<file path="config.mk">
export PLATFORM = sky130hd
export DESIGN_NAME = pwr_seq_ctrl
export DESIGN_NICKNAME = d
export VERILOG_FILES = /design/src/rtl/pwr_seq_pkg.sv /design/src/rtl/pwr_startup_timer.sv /design/src/rtl/pwr_host_if.sv /design/src/rtl/pwr_fsm.sv /design/src/rtl/pwr_seq_ctrl.sv
export SDC_FILE = /design/constraint.sdc
export NUM_CORES = 1
export LEC_CHECK = 0
export CAP_MARGIN = 20
export CORE_MARGIN = 2
export CORE_UTILIZATION = 35
export CTS_BUF_LIST = sky130_fd_sc_hd__clkbuf_2
export DETAILED_ROUTE_END_ITERATION = 16
export RECOVER_POWER = 100
export SYNTH_ARGS = -nofsm -noshare
export SYNTH_HDL_FRONTEND = slang
export SYNTH_HIERARCHICAL = 1
export SYNTH_SLANG_ARGS = --single-unit
</file>
<file path="constraint.sdc">
create_clock -name clk_i -period 2.1 [get_ports clk_i]
set_input_delay 0.21 -clock clk_i [delete_from_list [all_inputs] [get_ports clk_i]]
set_output_delay 0.21 -clock clk_i [all_outputs]
set_load 0.1 [all_outputs]
</file>
<file path="src/rtl/pwr_seq_pkg.sv">
`timescale 1ns/1ps
package pwr_seq_pkg;
  typedef enum logic [1:0] {
    PS_RUN    = 2'd0,
    PS_HARDPD = 2'd1,
    PS_STBY   = 2'd2,
    PS_WAKE   = 2'd3
  } pwr_state_e;
endpackage

</file>
<file path="src/rtl/pwr_startup_timer.sv">
`timescale 1ns/1ps
module pwr_startup_timer #(
  parameter int unsigned CYCLES = 3000
) (
  input  logic clk_i,
  input  logic rst_ni,
  input  logic start_i,
  input  logic run_i,
  output logic done_o
);
  localparam int unsigned CW = $clog2(CYCLES + 1);
  localparam logic [CW-1:0] LOAD = CW'(CYCLES - 1);

  logic [CW-1:0] cnt_q;

  // reset counts as a start: the block boots through start-up
  always_ff @(posedge clk_i or negedge rst_ni) begin
    if (!rst_ni)                     cnt_q <= LOAD;
    else if (start_i)                cnt_q <= LOAD;
    else if (run_i && cnt_q != '0)   cnt_q <= cnt_q - 1'b1;
  end

  assign done_o = (cnt_q == '0);
endmodule

</file>
<file path="src/rtl/pwr_host_if.sv">
`timescale 1ns/1ps
module pwr_host_if #(
  parameter logic [7:0] WAKE_BYTE = 8'h55
) (
  input  logic       clk_i,
  input  logic       rst_ni,
  input  logic       pin_i,
  input  logic       in_stby_i,
  input  logic       uart_valid_i,
  input  logic [7:0] uart_byte_i,
  input  logic       rd_req_i,
  input  logic       ready_i,
  input  logic [7:0] status_i,
  output logic       uart_wake_o,
  output logic       rd_ack_o,
  output logic [7:0] rd_data_o
);
  assign uart_wake_o = in_stby_i && !pin_i && uart_valid_i && (uart_byte_i == WAKE_BYTE);

  always_ff @(posedge clk_i or negedge rst_ni) begin
    if (!rst_ni) begin
      rd_ack_o  <= 1'b0;
      rd_data_o <= '0;
    end else begin
      rd_ack_o <= rd_req_i && ready_i && !pin_i;
      if (rd_req_i && ready_i && !pin_i) rd_data_o <= status_i;
    end
  end

  a_r8_ack_needs_ready: assert property (@(posedge clk_i) disable iff (!rst_ni)
    rd_ack_o |-> $past(ready_i));
endmodule

</file>
<file path="src/rtl/pwr_fsm.sv">
`timescale 1ns/1ps
module pwr_fsm
  import pwr_seq_pkg::*;
(
  input  logic       clk_i,
  input  logic       rst_ni,
  input  logic       pin_i,
  input  logic       stby_we_i,
  input  logic       stby_wdata_i,
  input  logic       modem_we_i,
  input  logic       modem_wdata_i,
  input  logic       uart_wake_i,
  input  logic       done_i,
  output pwr_state_e state_o,
  output logic       stby_o,
  output logic       modem_off_o,
  output logic       start_o
);
  pwr_state_e state_q, state_d;
  logic stby_q, modem_off_q;

  always_comb begin
    state_d = state_q;
    if (pin_i) state_d = PS_HARDPD;
    else begin
      unique case (state_q)
        PS_HARDPD: state_d = PS_WAKE;
        PS_RUN:    if (stby_we_i && stby_wdata_i) state_d = PS_STBY;
        PS_WAKE: begin
          if (stby_we_i && stby_wdata_i) state_d = PS_STBY;
          else if (done_i)               state_d = PS_RUN;
        end
        PS_STBY:   if ((stby_we_i && !stby_wdata_i) || uart_wake_i) state_d = PS_WAKE;
        default:   state_d = PS_HARDPD;
      endcase
    end
  end

  assign start_o = (state_d == PS_WAKE) && (state_q != PS_WAKE);

  always_ff @(posedge clk_i or negedge rst_ni) begin
    if (!rst_ni) begin
      state_q     <= PS_WAKE;
      stby_q      <= 1'b0;
      modem_off_q <= 1'b0;
    end else begin
      state_q <= state_d;
      if (pin_i || state_q == PS_HARDPD) begin
        stby_q      <= 1'b0;
        modem_off_q <= 1'b0;
      end else begin
        if (stby_we_i)        stby_q <= stby_wdata_i;
        else if (uart_wake_i) stby_q <= 1'b0;
        if (modem_we_i)       modem_off_q <= modem_wdata_i;
      end
    end
  end

  assign state_o     = state_q;
  assign stby_o      = stby_q;
  assign modem_off_o = modem_off_q;

  a_r5_stby_same_edge: assert property (@(posedge clk_i) disable iff (!rst_ni)
    (!pin_i && (state_q == PS_RUN) && stby_we_i && stby_wdata_i) |=> (state_q == PS_STBY));
  a_r10_pin_priority: assert property (@(posedge clk_i) disable iff (!rst_ni)
    pin_i |=> (state_q == PS_HARDPD));
  a_r3_bits_cleared: assert property (@(posedge clk_i) disable iff (!rst_ni)
    (state_q == PS_HARDPD) |=> (!stby_q && !modem_off_q));
endmodule

</file>
<file path="src/rtl/pwr_seq_ctrl.sv">
`timescale 1ns/1ps
module pwr_seq_ctrl
  import pwr_seq_pkg::*;
#(
  parameter int unsigned CLK_MHZ    = 200,
  parameter int unsigned STARTUP_NS = 15000,
  parameter logic [7:0]  WAKE_BYTE  = 8'h55
) (
  input  logic       clk_i,
  input  logic       rst_ni,
  input  logic       pdown_pin_i,
  input  logic       stby_we_i,
  input  logic       stby_wdata_i,
  input  logic       modem_we_i,
  input  logic       modem_wdata_i,
  input  logic       uart_valid_i,
  input  logic [7:0] uart_byte_i,
  input  logic       rd_req_i,
  output logic       rd_ack_o,
  output logic [7:0] rd_data_o,
  output logic       reg_en_o,
  output logic       osc_en_o,
  output logic       lfo_en_o,
  output logic       in_clamp_o,
  output logic       out_hiz_o,
  output logic       tx_en_o,
  output logic       rx_en_o,
  output logic       ready_o
);
  localparam int unsigned STARTUP_CYC = CLK_MHZ * STARTUP_NS / 1000;

  pwr_state_e state;
  logic stby, modem_off, start, done, uart_wake;

  pwr_startup_timer #(.CYCLES(STARTUP_CYC)) i_timer (
    .clk_i, .rst_ni,
    .start_i (start),
    .run_i   (state == PS_WAKE),
    .done_o  (done)
  );

  pwr_host_if #(.WAKE_BYTE(WAKE_BYTE)) i_host (
    .clk_i, .rst_ni,
    .pin_i        (pdown_pin_i),
    .in_stby_i    (state == PS_STBY),
    .uart_valid_i,
    .uart_byte_i,
    .rd_req_i,
    .ready_i      (ready_o),
    .status_i     ({6'b0, modem_off, stby}),
    .uart_wake_o  (uart_wake),
    .rd_ack_o,
    .rd_data_o
  );

  pwr_fsm i_fsm (
    .clk_i, .rst_ni,
    .pin_i        (pdown_pin_i),
    .stby_we_i,
    .stby_wdata_i,
    .modem_we_i,
    .modem_wdata_i,
    .uart_wake_i  (uart_wake),
    .done_i       (done),
    .state_o      (state),
    .stby_o       (stby),
    .modem_off_o  (modem_off),
    .start_o      (start)
  );

  always_comb begin
    reg_en_o   = 1'b0;
    osc_en_o   = 1'b0;
    lfo_en_o   = 1'b0;
    in_clamp_o = 1'b0;
    out_hiz_o  = 1'b0;
    ready_o    = 1'b0;
    unique case (state)
      PS_RUN:    begin reg_en_o = 1'b1; osc_en_o = 1'b1; lfo_en_o = 1'b1; ready_o = 1'b1; end
      PS_WAKE:   begin reg_en_o = 1'b1; osc_en_o = 1'b1; lfo_en_o = 1'b1; end
      PS_STBY:   lfo_en_o = 1'b1;
      PS_HARDPD: begin in_clamp_o = 1'b1; out_hiz_o = 1'b1; end
      default:   ;
    endcase
  end

  assign tx_en_o = (state == PS_RUN) && !modem_off;
  assign rx_en_o = (state == PS_RUN) && !modem_off;

  a_r2_pin_forces_pd: assert property (@(posedge clk_i) disable iff (!rst_ni)
    pdown_pin_i |=> (in_clamp_o && out_hiz_o && !reg_en_o && !osc_en_o && !lfo_en_o && !ready_o));
  a_r9_radio_needs_power: assert property (@(posedge clk_i) disable iff (!rst_ni)
    (tx_en_o || rx_en_o) |-> (reg_en_o && osc_en_o));
endmodule

</file>
-- Word-level counts from Yosys, hierarchy flattened
Cells that the tools add are included.
- register bits after elaboration: 19
- latch bits: 0
- RAM bits: 0
- memory bits (read-only): 0
- bits of input ports: 17
- output and inout bits: 17
- word-level logic and storage cells: 53
- memories: 0
- add/subtract/negate cells: 1
- $mul: 0
- divide/modulo/power cells: 0
- magnitude comparators: 0
- equality and inequality tests: 6
- shift operators: 0
- mux-type cells: 17
- bitwise logic cells: 0
- reduce and logical (&&, ||, !) cells: 23
- operators by type and width (cell ; count):
    12-bit two-way mux ; 2
    12-bit logical NOT ; 1
    12-bit nonzero test ; 1
    12-bit by 1-bit subtractor with 12-bit output, second input constant ; 1
    1-bit logical AND ; 10
    2-bit two-way mux ; 5
    1-bit two-way mux ; 9
    8-bit by 7-bit == test with 1-bit output, second input constant ; 1
    2-bit case mux with 4 select lines ; 1
    2-bit == test, second input constant ; 3
    2-bit nonzero test ; 2
    1-bit logical NOT ; 3
    3-bit nonzero test ; 1
    3-bit OR reduction ; 1
    2-bit by 1-bit == test with 1-bit output, second input constant ; 1
    2-bit logical NOT ; 1
    1-bit logical OR ; 2
    2-bit inequality test, second input constant ; 1
    2-bit OR reduction ; 1

-- Longest topological paths before layout
- depth in word-level cells: 11
- depth in mapped cells: 9
- gate-level depth less buffers: 8

-- Modules after synthesis
Netlist, hierarchy kept.
- by module, submodules not included (module ; times used ; cells an instance ; area an instance (um^2)):
    pwr_startup_timer ; 1 ; 77 ; 725.7
    pwr_host_if ; 1 ; 23 ; 371.6
    pwr_fsm ; 1 ; 22 ; 215.2
    pwr_seq_ctrl ; 1 ; 14 ; 117.6

-- Worst setup path after synthesis
No wires, ideal clock.
- path type: register -> output
- start point: register i_fsm.state_q[1] (netlist: i_fsm/state_o[1])
- end point: output port tx_en_o
- arrival: 2447 ps
- path slack: -557 ps
- stages on the path, launching flop included: 5
- path buffers: 1
- cells stage by stage: dfstp_2 -> inv_1 -> ha_1 -> nor2b_4 -> buf_4
- cells in the longest elaborated chain, start to end: 2
- RTL lines (what ; RTL line ; text):
    start, declared ; pwr_fsm.sv:19 ; pwr_state_e state_q, state_d;
    start signal, assigned ; pwr_fsm.sv:47 ; state_q <= state_d;
    2-bit logical NOT ; - ;
    1-bit logical AND ; - ;
    end, declared ; pwr_seq_ctrl.sv:26 ; output logic tx_en_o,
No other way between the ends.

-- Worst setup path in the final report
- start point: register i_fsm.state_q[0] (netlist: i_fsm/state_o[0])
- end point: register i_timer.cnt_q[9]
- cells in the longest elaborated chain, start to end: 11
- elaborated cells on any way between the ends: 20
- classes of those cells: 5 x eq/ne; 7 x mux; 8 x reduce/logical
- RTL lines (what ; RTL line ; text):
    2-bit == test ; pwr_fsm.sv:26, pwr_seq_ctrl.sv:45 ;
    1-bit logical AND (3 in a row) ; pwr_host_if.sv:18 ; assign uart_wake_o = in_stby_i && !pin_i && uart_valid_i && (uart_byte_i == WAKE_BYTE);
    1-bit logical OR ; pwr_fsm.sv:33 ; PS_STBY: if ((stby_we_i && !stby_wdata_i) || uart_wake_i) state_d = PS_WAKE;
    2-bit two-way mux ; pwr_fsm.sv:33 ;
    2-bit case mux with 4 select lines ; pwr_fsm.sv:26 ; unique case (state_q)
    2-bit two-way mux ; pwr_fsm.sv:24 ; if (pin_i) state_d = PS_HARDPD;
    2-bit == test ; pwr_fsm.sv:39 ; assign start_o = (state_d == PS_WAKE) && (state_q != PS_WAKE);
    1-bit logical AND ; pwr_fsm.sv:39 ;
    12-bit two-way mux or 2-bit nonzero test (tied branches) ; - ;
    end signal, assigned ; pwr_startup_timer.sv:20 ; else if (run_i && cnt_q != '0) cnt_q <= cnt_q - 1'b1;
    end, declared ; pwr_startup_timer.sv:14 ; logic [CW-1:0] cnt_q;
Several ways; a longest one is shown, not always the timed one.
A chain may end at the register's enable or synchronous reset.

==> metrics.txt <==
Die ar.=about 0.0046 mm2; cell with the most instances after synthesis=dfrtp_1; Initial Util=a little over a third; placed instance area=0.001942 mm2; Final Net Count=207; Detail Placement HPWL=2347 um; Critical Path Source Type=flip-flop; prevailing post-synth register cell=dfrtp_1; CTS Sinks=25; synthesis-to-layout area growth=32.20%; clk_lat worst skew=approximately 0.35 ns; Crit. End Element=flip-flop; cts bufs inserted=3; CTS tree=built; row cnt=23; Mapped Cells=136; GR Overflow Total=0; worst path bufs/invs=0; period utilization=between 90 and 100%; Max Fclk=478.1 MHz; synth warn=6; Placed Cells incl. Taps=227; via count=around 1.1k; Crit path required time=2.39 ns; Hold WC Path Type=in -> reg; Critical R2R Launch=i_fsm/state_o[0]; Setup crit start=i_fsm/state_o[0]; Setup violations, final=0; Core Area=0.003971 mm2; DR iter-0 viols=20; Die W=67.92 um; Worst Hold Launch=modem_wdata_i; DRC violations left=0; Worst path top cell family by delay=simple AND/OR/NAND/NOR gates; final instance area=approximately 0.0019 mm2; Reg clk slew, reported paths=around 0.26 ns; Setup WS post-layout=0.008462 ns; largest net degree at the start of global routing=26; Leakage=0.8155 nW; H-Tree Depth=1; Max-Slew Margin vs Limit=12.09%; Critical Path Stages=5; Ports=34; Setup Crit Path Kind=reg -> reg; Final min period=2.092 ns; PortBufs=33; all-layer global routing usage=13.96%; sequential area share after synthesis=44.71%; final setup TNS=0 ns; synthesized area=0.001430 mm2; post-route ant nets=0; reg2reg end=i_timer/cnt_q[9]; Synth area leaders=dfrtp_1, dfstp_2, mux2_2, ha_1, inv_1; Synth top cells by count=dfrtp_1, dfstp_2, inv_1, nand2_1, mux2_2; unrepaired setup endpoints after global routing=true; Worst EP arrival=2.38 ns; share of the synthesized area in the top cell type=24.50%; final slew viol count=0; CTS Hold Bufs=0; drt total wl=2913 um; actual slew at the worst max-slew pin=1.319 ns; worst vdd rail ir drop=0.3412 mV; first-pass GRT wire length=4905 um; vias in the first global route=between 1k and 1.5k; CP Cell Sequence=ha_4, or4b_4, or2_1, or4_1, nand3_1; vias per cell=4.901; PD cells=711.5 mW/mm2; CP max-delay cell=dfstp_2; First-pass DRT Iterations=4; Yosys reg bits=25; Fin Hold WS=0.4332 ns; CTS Buffer Depth=2; Crit path largest cell delay=just over 0.6 ns; EDFF count, synth=0; Die Ht=67.92 um; ANT cells=0; library cells used by synthesis=46; Root Buffer=clkbuf_2; initial antenna violation count=0; top cell type by total area after synthesis=dfrtp_1; max-cap violations=0; Finished Layout Cells=232; status=finished clean; GPL Wtd Cong=0.7806; share of cells above drive strength 1=between 30% and 40%; FF-to-FF setup slack=0.008 ns; Worst Setup EP=i_timer/cnt_q[9]; DP Worst Slack=about 0.038 ns; clk_skew=0.02498 ns; Synth Area per Inst=10.52 um2; WL/cell=12.56 um; CP max FO=6; R2R depth=5; Hold Violations, Final=0; async set-or-reset flop fraction in the synthesized netlist=100.0%
power breakdown:
part / internal, mW / switching [mW]
Sequential: 0.549 / 0.0380
Clock: 0.0442 / 0.146
Combinational: 0.156 / 0.412
how the worst min path moves through the flow:
stage	to	slack, ns	cells after the start
floorplan	i_fsm/modem_off_o	-0.09	0
global placement	i_host/rd_data_o[3]	0.49	1
detailed placement	i_host/rd_data_o[2]	0.50	1
CTS	i_timer/cnt_q[10]	0.17	2
global route	i_fsm/modem_off_o	0.41	3
finish	i_fsm/modem_off_o	0.43	3
cells by family (layout without fill, tap and decap cells):
group / Yosys count / count (layout) / share of synthesized area, %
AO/OA/AOI/OAI: 19 / 19 / 8.924
XOR/XNOR: 1 / 1 / 0.6125
adder cells (fa/ha/maj): 7 / 7 / 6.124
buffers and inverters: 14 / 55 / 4.462
flip-flops: 25 / 25 / 44.71
multiplexers: 10 / 10 / 7.699
other: 1 / 6 / 0.2622
AND/OR/NAND/NOR: 59 / 59 / 27.21
timing repair:
| item | 4_1_cts | 5_1_grt |
|---|---|---|
| resized for setup | 0 | 4 |
| buffers inserted | 0 | 1 |
| endpoints found under the setup margin | 0 | 10 |
flip-flops by register name (all words and copies together) (netlist names):
register	cells
i_timer/cnt_q	12
i_host/rd_data_o	8
i_fsm/state_o	2
i_fsm/modem_off_o	1
i_fsm/stby_o	1
i_host/rd_ack_o	1
layout by cell type, fill, tap and decap left out, drive strengths merged, types with 2 or more instances in the layout:
master / netlist / routed
clkdlybuf4s50: 0 / 15
clkbuf: 1 / 15
dfrtp: 14 / 14
buf: 3 / 13
dfstp: 11 / 11
nand2: 10 / 10
inv: 10 / 9
mux2: 8 / 8
nor2: 8 / 8
ha: 7 / 7
conb: 1 / 6
nor3: 5 / 5
a21oi: 5 / 5
nor2b: 5 / 5
nand2b: 4 / 4
o21ai: 4 / 4
nor4: 4 / 4
or4: 4 / 4
nand3b: 3 / 3
nand3: 3 / 3
or3: 3 / 3
or2: 3 / 3
clkinvlp: 0 / 2
a31oi: 2 / 2
mux2i: 2 / 2
o31ai: 2 / 2
final cells by class:
type / instances / area [um2]
clock inverter: 1 / 7.507
inverter: 10 / 41.29
fill: 366 / 2081
sequential: 25 / 639.4
timing repair buffer: 41 / 355.3
tap: 50 / 62.56
clock buffer: 3 / 15.01
multi-input combinational: 102 / 769.5
per-stage QoR:
step,power [mW],utilization [%]
2_1_floorplan,1.018,-
3_3_place_gp,1.194,48.90
3_5_place_dp,1.208,48.90
4_1_cts,1.405,49.46
5_1_grt,1.424,47.61
6_report,1.345,47.61
layer usage:
layer,vias up,share of wire [%],GRT usage (%)
li1,562,-,-
met1,547,42,16.13
met2,26,52,24.64
met3,2,4.5,3.125
met4,0,1.2,6.000
met5,-,0,0
worst reg2reg max path, cell delays in order (launching register included):
cell and delay (ns):
dfstp_2 0.62, ha_4 0.13, or4b_4 0.48, or2_1 0.26, or4_1 0.48, nand3_1 0.08
Power figures use the tool's default switching activity.
